**src/rtl/hsg_pkg.sv**
```systemverilog
package hsg_pkg;
  localparam int SLOT_W = 8;
  localparam int VCNT_W = 8;
  localparam int HV_W   = SLOT_W + VCNT_W;

  typedef logic [SLOT_W-1:0] slot_t;

  typedef struct packed {
    logic access;
    logic refresh;
    logic hint;
    logic hblank;
  } slot_flags_t;

  localparam slot_t SLOT_MAX = '1;

  function automatic slot_t gap_last(input logic wide);
    return wide ? slot_t'(8'hB6) : slot_t'(8'h93);
  endfunction

  function automatic slot_t gap_resume(input logic wide);
    return wide ? slot_t'(8'hE5) : slot_t'(8'hE9);
  endfunction

  function automatic slot_t hint_slot(input logic wide);
    return wide ? slot_t'(8'hA5) : slot_t'(8'h85);
  endfunction

  function automatic logic in_hblank(input slot_t n, input logic wide);
    if (wide) return (n >= slot_t'(8'hB4)) || (n < slot_t'(8'h06));
    else      return (n >= slot_t'(8'h93)) || (n < slot_t'(8'h05));
  endfunction

  // refresh every 32 slots from 26 up to 122 (154 only reachable in wide), plus 250
  function automatic logic is_refresh(input slot_t n, input logic wide);
    logic periodic;
    periodic = (n[4:0] == 5'd26) &&
               ((n < slot_t'(154)) || (wide && (n == slot_t'(154))));
    return periodic || (n == slot_t'(250));
  endfunction

  // external access slots while the display is active
  function automatic logic is_active_access(input slot_t n, input logic wide);
    logic base;
    base = (n < slot_t'(128)) &&
           ((n[4:0] == 5'd2) || (n[4:0] == 5'd10) || (n[4:0] == 5'd18));
    if (wide)
      return base || (n inside {slot_t'(130), slot_t'(138), slot_t'(146),
                                slot_t'(161), slot_t'(162), slot_t'(232)});
    else
      return base || (n inside {slot_t'(129), slot_t'(130), slot_t'(145),
                                slot_t'(243)});
  endfunction
endpackage

```
**src/rtl/hsg_counter.sv**
```systemverilog
module hsg_counter
  import hsg_pkg::*;
(
  input  logic  clk,
  input  logic  rst,
  input  logic  ce,
  input  logic  wide_req,
  output slot_t cnt_q,
  output logic  wide_q,
  output slot_t cnt_nxt,
  output logic  wide_nxt
);
  always_comb begin
    cnt_nxt  = cnt_q;
    wide_nxt = wide_q;
    if (ce) begin
      if (cnt_q == SLOT_MAX) begin
        cnt_nxt  = '0;
        wide_nxt = wide_req;
      end else if (cnt_q == gap_last(wide_q)) begin
        cnt_nxt = gap_resume(wide_q);
      end else begin
        cnt_nxt = cnt_q + slot_t'(1);
      end
    end
  end

  always_ff @(posedge clk) begin
    if (rst) begin
      cnt_q  <= '0;
      wide_q <= 1'b0;
    end else begin
      cnt_q  <= cnt_nxt;
      wide_q <= wide_nxt;
    end
  end
endmodule

```
**src/rtl/hsg_decode.sv**
```systemverilog
module hsg_decode
  import hsg_pkg::*;
(
  input  logic        clk,
  input  logic        rst,
  input  logic        ce,
  input  logic        disp_active,
  input  slot_t       cnt_nxt,
  input  logic        wide_nxt,
  output slot_flags_t flags_q
);
  slot_flags_t flags_d;

  always_comb begin
    flags_d.refresh = is_refresh(cnt_nxt, wide_nxt);
    flags_d.hblank  = in_hblank(cnt_nxt, wide_nxt);
    flags_d.hint    = ce && (cnt_nxt == hint_slot(wide_nxt));
    if (disp_active)
      flags_d.access = ce && is_active_access(cnt_nxt, wide_nxt);
    else
      flags_d.access = ce && !flags_d.refresh;
  end

  always_ff @(posedge clk) begin
    if (rst) begin
      flags_q         <= '0;
      flags_q.hblank  <= 1'b1;
    end else begin
      flags_q <= flags_d;
    end
  end
endmodule

```
**src/rtl/hsg_latch.sv**
```systemverilog
module hsg_latch
  import hsg_pkg::*;
(
  input  logic              clk,
  input  logic              rst,
  input  logic              strobe,
  input  slot_t             slot,
  input  logic [VCNT_W-1:0] vline,
  output logic [HV_W-1:0]   hv_q
);
  logic strobe_d;

  always_ff @(posedge clk) begin
    if (rst) begin
      strobe_d <= 1'b0;
      hv_q     <= '0;
    end else begin
      strobe_d <= strobe;
      if (strobe && !strobe_d)
        hv_q <= {vline, slot};
    end
  end
endmodule

```
**src/rtl/hslot_timing_gen.sv**
```systemverilog
module hslot_timing_gen
  import hsg_pkg::*;
(
  input  logic              clk,
  input  logic              rst,
  input  logic              slot_ce,
  input  logic              wide_mode,
  input  logic              disp_active,
  input  logic              latch_strobe,
  input  logic [VCNT_W-1:0] vline,
  output logic [SLOT_W-1:0] slot_count,
  output logic              access_stb,
  output logic              refresh_slot,
  output logic              hint_pulse,
  output logic              hblank,
  output logic [HV_W-1:0]   hv_latch
);
  slot_t       cnt_q, cnt_nxt;
  logic        line_wide, wide_nxt;
  slot_flags_t flags;

  hsg_counter u_cnt (
    .clk(clk), .rst(rst), .ce(slot_ce), .wide_req(wide_mode),
    .cnt_q(cnt_q), .wide_q(line_wide), .cnt_nxt(cnt_nxt), .wide_nxt(wide_nxt)
  );

  hsg_decode u_dec (
    .clk(clk), .rst(rst), .ce(slot_ce), .disp_active(disp_active),
    .cnt_nxt(cnt_nxt), .wide_nxt(wide_nxt), .flags_q(flags)
  );

  hsg_latch u_lat (
    .clk(clk), .rst(rst), .strobe(latch_strobe), .slot(cnt_q),
    .vline(vline), .hv_q(hv_latch)
  );

  assign slot_count   = cnt_q;
  assign access_stb   = flags.access;
  assign refresh_slot = flags.refresh;
  assign hint_pulse   = flags.hint;
  assign hblank       = flags.hblank;
endmodule

```
**config.mk**
```make
export PLATFORM = sky130hd
export DESIGN_NAME = hslot_timing_gen
export DESIGN_NICKNAME = d
export VERILOG_FILES = /design/src/rtl/hsg_pkg.sv /design/src/rtl/hsg_counter.sv /design/src/rtl/hsg_decode.sv /design/src/rtl/hsg_latch.sv /design/src/rtl/hslot_timing_gen.sv
export SDC_FILE = /design/constraint.sdc
export NUM_CORES = 1
export LEC_CHECK = 0
export BUFFER_PORTS_ARGS = -buffer_cell sky130_fd_sc_hd__buf_2
export CORE_AREA = 2 2 84 86
export DETAILED_ROUTE_END_ITERATION = 12
export DIE_AREA = 0 0 86 88
export GPL_ROUTABILITY_DRIVEN = 0
export PLACE_DENSITY = 0.4
export SYNTH_ARGS = -nofsm -noshare
export SYNTH_HDL_FRONTEND = slang
export SYNTH_SLANG_ARGS = --single-unit
```
**constraint.sdc**
```tcl
create_clock -name clk -period 3.3 [get_ports clk]
set_input_delay 0.495 -clock clk [delete_from_list [all_inputs] [get_ports clk]]
set_output_delay 0.495 -clock clk [all_outputs]
set_load 0.005 [all_outputs]
```
==> results.py, run 1 <==
metrics = {
    "die": {
        "die_x_um": 86,
        "num_rows": 30,
        "initial_utilization_pct": 24.4,
        "num_io_pins": 42,
        "die_h_um": 88,
        "coreArea_um2": 6640,
        "dieArea_um2": 7570,
    },
    "timing": {
        "setup_viol": 0,
        "finalSetupTns_ps": 0,
        "rsz0062_at_grt": "no",
        "finalHoldViolations": 0,
        "maxSlewViolCount": 0,
        "worstMarginPinSlew_ps": 647,
        "layout_min_cycle_time_ps": 2730,
        "setup_ws_ps": 569,
        "fin_crit_sh_pct": 82.7,
        "fin_skew_ps": 3.70,
        "relSlewSlack_pct": 56.3,
        "max_freq_ghz": 0.366,
    },
    "detailed_routing": {
        "drt-initial-drc-count": 156,
        "via_per_inst": 5.05,
        "first_pass_iters": 4,
        "drc": 0,
        "ant_nets": 0,
        "wl_per_cell_um": 15.4,
        "routed_wl_um": 4960,
        "num_vias": 1630,
    },
    "global_route": {
        "antenna_found_initial": 0,
        "overflow": 0,
        "first_global_vias": 1530,
        "grt_max_degree": 31,
        "grt.total_usage_pct": 13.6,
        "grt_pass1_wl_um": 7950,
    },
    "critical_path": {
        "rr_startpoint": "u_cnt.cnt_q[1]",
        "timing.rr.end": "u_dec.flags_q[3]",
        "cp-end-kind": "flop",
        "crit_arrival_ps": 2960,
        "required_ps": 3520,
        "reg2reg_depth": 8,
        "crit_path_start_kind": "flop",
        "worst-path-max-fanout": 10,
        "crit_type": "flop to flop",
        "r2r_slack_ps": 570,
    },
    "outcome": {
        "status": "complete, no violations",
    },
    "final_layout": {
        "n_fill_cell": 759,
        "post-route-util_pct": 30.1,
        "drive_gt1_share_pct": 26.3,
        "area_growth_pct": 23.5,
        "fin_nets": 257,
        "fin_cells": 323,
        "seq_area_um2": 601,
        "antenna_cells": 0,
        "multi_input_area_um2": 941,
    },
    "clocking": {
        "clk_path_buf_depth": 2,
        "cts_root_buf": "clkbuf_8",
        "clock_latency_ps": 280,
        "cts_resized": 0,
        "path_clk_slew_ps": 60,
        "clock_sinks": 30,
        "cts-buffers-inserted": 5,
        "h-tree-depth": 2,
        "cts_hold_buf": 0,
        "post_cts_buffers": 0,
        "cts_tree": "built",
    },
    "synthesis": {
        "synth.avg_cell_area_um2": 8.03,
        "ys_ff_latch": 30,
        "ys_async_sr_fraction_pct": 0,
        "synth_ff_type": "dfxtp_1",
        "synth_fp_nets": 217,
        "synth_area_leader_cell": "dfxtp_1",
        "synth_top_area_share_pct": 37.0,
        "synth_area_um2": 1620,
        "synth_edf_count": 0,
        "ys_warn_count": 0,
        "yosysSeqAreaShare_pct": 37.0,
        "synth_cell_type_count": 52,
        "synth_area_leaders": "dfxtp_1 37%, nand2_1 8.8%, a21oi_1 6.5%",
        "syn-instance-count": 202,
        "synth_most_common_cell": "nand2_1",
        "synthTopCellsByCount": "38 x nand2_1, 30 x dfxtp_1, 21 x a21oi_1",
    },
    "worst_hold_path": {
        "min_path_cells": 3,
        "min-delay-path-class": "primary input to flop",
        "min_delay_worst_endpoint": "u_lat.hv_q[12]",
        "hold_start": "vline[4]",
    },
    "placement": {
        "dp.cells": 315,
        "preCtsSetupSlack_ps": 630,
        "port_buffers": 41,
        "place_hpwl_um": 3620,
    },
    "job": {
        "max_cap_viol_count": 0,
    },
    "pwr": {
        "power_density_nw_per_um2": 382,
        "peakVddDrop_v": 0.000216,
        "p_leak_nw": 0.768,
    },
}
sequential cells by signal, indices dropped and copies added, names as in the netlist:
signal	cells
u_lat.strobe_d	1
u_lat.hv_q	16
u_cnt.wide_q	1
u_dec.flags_q	4
u_cnt.cnt_q	8
power breakdown:
group          leakage [nW]  internal [mW]  switching [mW]
sequential            0.244          0.372         0.00734
clock                0.0482          0.168           0.134
combinational         0.476         0.0346          0.0485
per-layer routing:
layer / vias to the layer above / global-route usage (%) / part of all wire [%]
li1: 815 / - / -
met1: 771 / 17.9 / 48
met2: 41 / 22.0 / 46
met3: 3 / 4.05 / 5.8
met4: 0 / 3.03 / 0.20
met5: - / 0 / 0
placed cells by master, fill, tap and decap left out, types with 2 or more instances in the layout:
| cell type | synthesis | routed |
|---|---|---|
| nand2_1 | 38 | 38 |
| nand4_1 | 4 | 4 |
| clkbuf_8 | 0 | 6 |
| a21oi_1 | 21 | 21 |
| nor4_1 | 2 | 2 |
| o21ai_0 | 2 | 2 |
| nor2b_1 | 8 | 8 |
| and4b_1 | 2 | 2 |
| and4_1 | 2 | 2 |
| o2111ai_1 | 2 | 2 |
| nand3_1 | 6 | 6 |
| o22ai_1 | 3 | 3 |
| inv_1 | 3 | 3 |
| dfxtp_1 | 30 | 30 |
| buf_4 | 0 | 7 |
| a41o_1 | 2 | 2 |
| nor2_1 | 14 | 14 |
| buf_2 | 4 | 41 |
| or2_2 | 2 | 2 |
| nand2b_1 | 3 | 3 |
| o211ai_1 | 3 | 3 |
| nor3_1 | 8 | 8 |
| o21a_1 | 2 | 2 |
| o22a_1 | 2 | 2 |
worst max path at each step:
| stage | start | end | cells after the start |
|---|---|---|---|
| CTS | u_cnt.cnt_q[1] | u_dec.flags_q[3] | 8 |
| floorplan | u_cnt.cnt_q[1] | u_dec.flags_q[3] | 8 |
| global placement | u_cnt.cnt_q[1] | u_dec.flags_q[3] | 8 |
| detailed placement | u_cnt.cnt_q[1] | u_dec.flags_q[3] | 8 |
| global route | u_cnt.cnt_q[1] | u_dec.flags_q[3] | 8 |
| finish | u_cnt.cnt_q[1] | u_dec.flags_q[3] | 8 |
cells by family after synthesis:
logic type	share of synthesized area [%]
AND/OR/NAND/NOR	31.0
XOR/XNOR	0.540
buffers and inverters	4.94
adder cells (fa/ha/maj)	0.771
multiplexers	0.694
flip-flops	37.0
AO/OA/AOI/OAI	25.0
stage by stage:
stage	power (mW)	hold WS, ps	cell area [µm²]
3_5_place_dp	0.471	444	1910
6_report	0.764	449	2000
4_1_cts	0.776	444	2000
3_3_place_gp	0.472	440	1910
5_1_grt	0.804	445	2000
2_1_floorplan	0.437	453	1620
worst max-delay path, stage by stage, from the launching register on:
cell and delay [ps]:
dfxtp_1 490, ha_1 290, nand4_1 210, or2_2 370, a41oi_1 570, nor2b_1 290, nor2_1 60, o31ai_1 210
a41o_1 190
cell type report:
| class | count | share of cell area (%) |
|---|---|---|
| Clock buffer | 7 | 4.31 |
| Clock inverter | 1 | 0.250 |
| Inverter | 3 | 0.563 |
| Multi-Input combinational cell | 154 | 47.0 |
| Sequential cell | 30 | 30.0 |
| Tap cell | 80 | 5.00 |
| Timing Repair Buffer | 48 | 12.9 |
Note: power is estimated with default switching activity, not from simulation.
==> run 2, diff against run 1 <==
--- a/config.mk
+++ b/config.mk
@@ -10,7 +10,7 @@
 export DETAILED_ROUTE_END_ITERATION = 12
 export DIE_AREA = 0 0 86 88
 export GPL_ROUTABILITY_DRIVEN = 0
-export PLACE_DENSITY = 0.4
+export PLACE_DENSITY = 0.42
 export SYNTH_ARGS = -nofsm -noshare
 export SYNTH_HDL_FRONTEND = slang
 export SYNTH_SLANG_ARGS = --single-unit
==> constraint.sdc (replaced) <==
create_clock -name clk -period 2.28 [get_ports clk]
set_input_delay 0.342 -clock clk [delete_from_list [all_inputs] [get_ports clk]]
set_output_delay 0.342 -clock clk [all_outputs]
set_load 0.005 [all_outputs]
==> run 2 against run 1 <==
Net effect:
- core utilization rose by 6.2 points
- die area stayed put
- non-clock buffer count rose by 41
- combinational power up 100%
- sequential cell count is the same
- sequential power grew 44%
- worst setup slack worse by 550 ps
- wire length rose by 6.5%
- via count rose by 8.5%
- fmax is 21% higher
- critical path type unchanged
- largest cell class unchanged
==> results.py, run 2 (synthesis gave the netlist of run 1 again) <==
metrics = {
    "outcome": {
        "status": "complete, no violations",
    },
    "worst_hold_path": {
        "min_path_cells": 3,
        "min-delay-path-class": "primary input to flop",
    },
    "timing": {
        "rsz0062_at_grt": "yes",
        "max_freq_ghz": 0.442,
        "fin_crit_sh_pct": 99.3,
        "maxSlewViolCount": 0,
        "finalSetupTns_ps": 0,
        "layout_min_cycle_time_ps": 2260,
        "fin_skew_ps": 4.55,
        "relSlewSlack_pct": 58.6,
        "finalHoldViolations": 0,
        "setup_viol": 0,
        "worstMarginPinSlew_ps": 621,
        "setup_ws_ps": 16.4,
    },
    "final_layout": {
        "final_cell_mix": "46 x buf_4, 41 x buf_2, 38 x nand2_1",
        "largest_reg_flops": 16,
        "largestRegisters": "u_lat.hv_q: 16 flops, u_cnt.cnt_q: 8 flops, u_dec.flags_q: 4 flops",
        "regMostFlops": "u_lat.hv_q",
        "antenna_cells": 0,
        "final_common_cell": "buf_4",
        "post-route-util_pct": 36.4,
        "drive_gt1_share_pct": 41.9,
        "fin_nets": 298,
        "area_growth_pct": 49.0,
    },
    "die": {
        "initial_utilization_pct": 24.4,
        "die_x_um": 86,
        "coreArea_um2": 6640,
        "die_h_um": 88,
        "num_rows": 30,
        "num_io_pins": 42,
        "dieArea_um2": 7570,
    },
    "clocking": {
        "cts-buffers-inserted": 5,
        "cts_tree": "built",
        "h-tree-depth": 2,
        "cts_root_buf": "clkbuf_8",
        "clock_latency_ps": 280,
        "clk_path_buf_depth": 2,
        "clock_sinks": 30,
        "cts_hold_buf": 0,
        "path_clk_slew_ps": 70,
    },
    "pwr": {
        "p_sw_share_pct": 25.1,
        "seqPwrFrac_pct": 47.5,
        "p_total_mw": 1.15,
        "p_leak_nw": 1.00,
        "peakVddDrop_v": 0.000220,
        "power_density_nw_per_um2": 477,
        "switchingPower_uw": 289,
        "clkPwrFrac_pct": 38.0,
        "pwr-share-comb_pct": 14.5,
        "cell_internal_pwr_uw": 864,
    },
    "critical_path": {
        "critical-path-max-stage-delay_ps": 400,
        "path_delay_family": "simple AND/OR/NAND/NOR gates",
        "critPathBufInv": 1,
        "crit_type": "flop to flop",
        "slowest_stage": "or3_4",
        "cpMostUsedCell": "and4b_1",
        "cp-end-kind": "flop",
        "crit_arrival_ps": 2430,
        "cp_num_cells": 8,
        "crit_chain": "buf_6 > and4b_1 > o211ai_4 > and4b_1 > or3_4 > a2111oi_4 > o311ai_1 > a41o_1",
        "worst-path-max-fanout": 7,
        "crit_path_start_kind": "flop",
        "reg2reg_depth": 8,
        "required_ps": 2450,
    },
    "placement": {
        "port_buffers": 41,
        "preCtsSetupSlack_ps": -63.7,
        "place_hpwl_um": 3970,
    },
    "job": {
        "max_cap_viol_count": 0,
    },
    "detailed_routing": {
        "via_per_inst": 4.86,
        "routed_wl_um": 5290,
        "first_pass_iters": 4,
        "drt-initial-drc-count": 112,
        "ant_nets": 0,
        "num_vias": 1769,
        "wl_per_cell_um": 14.5,
        "drc": 0,
    },
    "global_route": {
        "overflow": 0,
        "grt_max_degree": 31,
        "grt_pass1_wl_um": 8450,
        "grt.total_usage_pct": 14.3,
        "antenna_found_initial": 0,
        "first_global_vias": 1706,
    },
}
## run 2: layout make-up
cell class / count / area (µm²)
Clock buffer: 7 / 86.3
Tap cell: 80 / 100
Inverter: 3 / 11.3
Sequential cell: 30 / 613
Multi-Input combinational cell: 154 / 1020
Fill cell: 702 / 4230
Timing Repair Buffer: 89 / 582
Clock inverter: 1 / 5.00
## run 2: metrics by stage
stage / hold slack, ps / instance area (µm²) / cells
2_1_floorplan: 453 / 1640 / 202
3_3_place_gp: 439 / 2220 / 353
5_1_grt: 291 / 2420 / 364
3_5_place_dp: 443 / 2220 / 353
6_report: 295 / 2420 / 364
4_1_cts: 290 / 2350 / 363
## run 2: final timing paths
kind                            slack (ps)            from          endpoint
worst max-delay path                    20  u_cnt.cnt_q[0]  u_dec.flags_q[3]
worst min-delay path                   290        vline[0]     u_lat.hv_q[8]
worst max register to register          20  u_cnt.cnt_q[0]  u_dec.flags_q[3]
worst min register to register         450  u_lat.hv_q[10]    u_lat.hv_q[10]
## run 2: power by group through the flow
| stage | logic [mW] | clock network, mW | registers, mW |
|---|---|---|---|
| 6_report | 0.167 | 0.438 | 0.547 |
| 2_1_floorplan | 0.0746 | 0 | 0.560 |
| 3_3_place_gp | 0.153 | 0 | 0.558 |
| 4_1_cts | 0.156 | 0.458 | 0.547 |
| 5_1_grt | 0.182 | 0.477 | 0.549 |
| 3_5_place_dp | 0.150 | 0 | 0.559 |
## run 2: timing repair
item / in CTS / in global routing
setup endpoints to repair: 2 / 2
pin swaps: 5 / 8
setup buffers: 2 / 1
resized for setup: 9 / 10
## run 2: tightest hold or removal path, stage by stage
cell	delay, ps
buf_2	100
nand2_1	40
a21oi_1	50
## run 2: routing by layer
layer | track usage, % | wire length (µm)
met1 | 19.3 | 2500
met2 | 22.2 | 2440
met3 | 3.96 | 279
met4 | 4.76 | 63
met5 | 0 | 0
==> run 3, diff against run 2 <==
--- a/config.mk
+++ b/config.mk
@@ -10,7 +10,8 @@
 export DETAILED_ROUTE_END_ITERATION = 12
 export DIE_AREA = 0 0 86 88
 export GPL_ROUTABILITY_DRIVEN = 0
-export PLACE_DENSITY = 0.42
+export PLACE_DENSITY = 0.4
+export SLEW_MARGIN = 20
 export SYNTH_ARGS = -nofsm -noshare
 export SYNTH_HDL_FRONTEND = slang
 export SYNTH_SLANG_ARGS = --single-unit
==> constraint.sdc (replaced) <==
create_clock -name clk -period 2.6 [get_ports clk]
set_input_delay 0.39 -clock clk [delete_from_list [all_inputs] [get_ports clk]]
set_output_delay 0.39 -clock clk [all_outputs]
set_load 0.005 [all_outputs]
==> run 3 against run 2 <==
Net effect:
- combinational power is 30% lower
- critical endpoint unchanged
- largest cell class unchanged
- largest power group unchanged
- sequential power is 12% lower
- global-route usage is 0.68 points lower
- first-iteration DRC count fell by 27%
==> results.py, run 3 (synthesis gave the netlist of run 1 again) <==
metrics = {
    "critical_path": {
        "crit_type": "flop to flop",
        "reg2reg_depth": 7,
        "cp-end-kind": "flop",
        "r2r_slack_ps": 200,
        "rr_startpoint": "u_cnt.cnt_q[3]",
        "critPathCapture": "u_dec.flags_q[3]",
        "required_ps": 2780,
        "crit_start": "u_cnt.cnt_q[3]",
        "timing.rr.end": "u_dec.flags_q[3]",
        "crit_path_start_kind": "flop",
        "crit_arrival_ps": 2580,
        "worst-path-max-fanout": 12,
    },
    "global_route": {
        "antenna_found_initial": 0,
        "grt.total_usage_pct": 13.7,
        "grt_pass1_wl_um": 8020,
        "first_global_vias": 1505,
        "overflow": 0,
        "grt_max_degree": 31,
    },
    "outcome": {
        "status": "complete, no violations",
    },
    "placement": {
        "port_buffers": 41,
        "dpl_cell_area_um2": 1990,
        "place_hpwl_um": 3770,
    },
    "detailed_routing": {
        "via_per_inst": 4.96,
        "drc": 0,
        "ant_nets": 0,
        "num_vias": 1652,
        "first_pass_iters": 4,
        "drt-initial-drc-count": 82,
        "routed_wl_um": 5150,
        "wl_per_cell_um": 15.5,
    },
    "pwr": {
        "cell_internal_pwr_uw": 805,
        "clkPwrFrac_pct": 43.9,
        "power_density_nw_per_um2": 505,
        "pwr-share-comb_pct": 11.0,
        "seqPwrFrac_pct": 45.1,
        "p_total_mw": 1.07,
        "peakVddDrop_v": 0.000176,
        "p_leak_nw": 0.831,
        "switchingPower_uw": 260,
        "p_sw_share_pct": 24.4,
    },
    "die": {
        "coreArea_um2": 6640,
        "die_h_um": 88,
        "initial_utilization_pct": 24.4,
        "die_x_um": 86,
        "num_rows": 30,
        "dieArea_um2": 7570,
        "num_io_pins": 42,
    },
    "timing": {
        "fin_skew_ps": 7.16,
        "rsz0062_at_grt": "no",
        "finalHoldViolations": 0,
        "worstMarginPinSlew_ps": 618,
        "maxSlewViolCount": 0,
        "max_freq_ghz": 0.416,
        "finalSetupTns_ps": 0,
        "relSlewSlack_pct": 58.8,
        "fin_crit_sh_pct": 92.5,
        "setup_viol": 0,
        "layout_min_cycle_time_ps": 2400,
        "hold_ws_ps": 341,
    },
    "final_layout": {
        "final_cell_mix": "41 x buf_2, 38 x nand2_1, 28 x dfxtp_1",
        "area_growth_pct": 30.0,
        "antenna_cells": 0,
        "final_cell_area_um2": 2110,
        "largest_reg_flops": 16,
        "fin_nets": 267,
        "drive_gt1_share_pct": 32.0,
        "post-route-util_pct": 31.7,
        "largestRegisters": "u_lat.hv_q: 16 flops, u_cnt.cnt_q: 8 flops, u_dec.flags_q: 4 flops",
        "regMostFlops": "u_lat.hv_q",
        "final_common_cell": "buf_2",
        "n_fill_cell": 736,
    },
    "clocking": {
        "h-tree-depth": 2,
        "cts_root_buf": "clkbuf_8",
        "cts_resized": 0,
        "cts_tree": "built",
        "clock_latency_ps": 280,
        "path_clk_slew_ps": 70,
        "clock_sinks": 30,
        "cts_hold_buf": 0,
        "clk_path_buf_depth": 2,
        "cts-buffers-inserted": 5,
        "post_cts_buffers": 0,
    },
    "worst_hold_path": {
        "min-delay-path-class": "primary input to flop",
    },
    "job": {
        "max_cap_viol_count": 0,
    },
}
## run 3: final cells by class
cell class	count	area, µm²	share of cell area [%]
multi-input combinational	154	952	45.2
sequential	30	603	28.6
timing repair buffer	58	333	15.8
tap	80	100	4.75
clock buffer	5	68.8	3.26
clock inverter	3	40.0	1.90
inverter	3	11.3	0.534
## run 3: worst max-delay path, stage by stage, from the launching register on
cell and delay (ps):
dfxtp_1 570, and4_1 330, a21oi_1 90, a211o_1 350, o31a_1 290, a2111oi_4 370
o311ai_1 110, a41o_1 210
## run 3: metal layers
metal | vias up | routed length, µm | GRT usage [%]
met5 | - | 0 | 0
met1 | 774 | 2550 | 18.9
met4 | 0 | 26 | 3.75
met3 | 4 | 224 | 3.02
met2 | 42 | 2340 | 21.4
li1 | 832 | - | -
## run 3: metrics by stage
step | setup slack (ps) | instances
global route | 29.8 | 333
detailed placement | 171 | 325
global placement | 167 | 325
finish | 196 | 333
floorplan | 293 | 202
CTS | 132 | 333
## run 3: how the worst min path moves through the flow
stage                   from              to  slack (ps)  cells past startpoint
2_1_floorplan  u_lat.hv_q[0]   u_lat.hv_q[0]         450                      2
3_3_place_gp   u_lat.hv_q[9]   u_lat.hv_q[9]         440                      2
3_5_place_dp   u_lat.hv_q[8]   u_lat.hv_q[8]         440                      2
4_1_cts             vline[0]   u_lat.hv_q[8]         340                      3
5_1_grt             vline[1]   u_lat.hv_q[9]         350                      3
6_report            vline[4]  u_lat.hv_q[12]         340                      3
## run 3: power groups by stage
stage	clock network [mW]	logic [mW]	registers (mW)
4_1_cts	0.485	0.117	0.480
3_5_place_dp	0	0.117	0.490
5_1_grt	0.497	0.130	0.481
3_3_place_gp	0	0.119	0.490
2_1_floorplan	0	0.0631	0.491
6_report	0.468	0.117	0.480
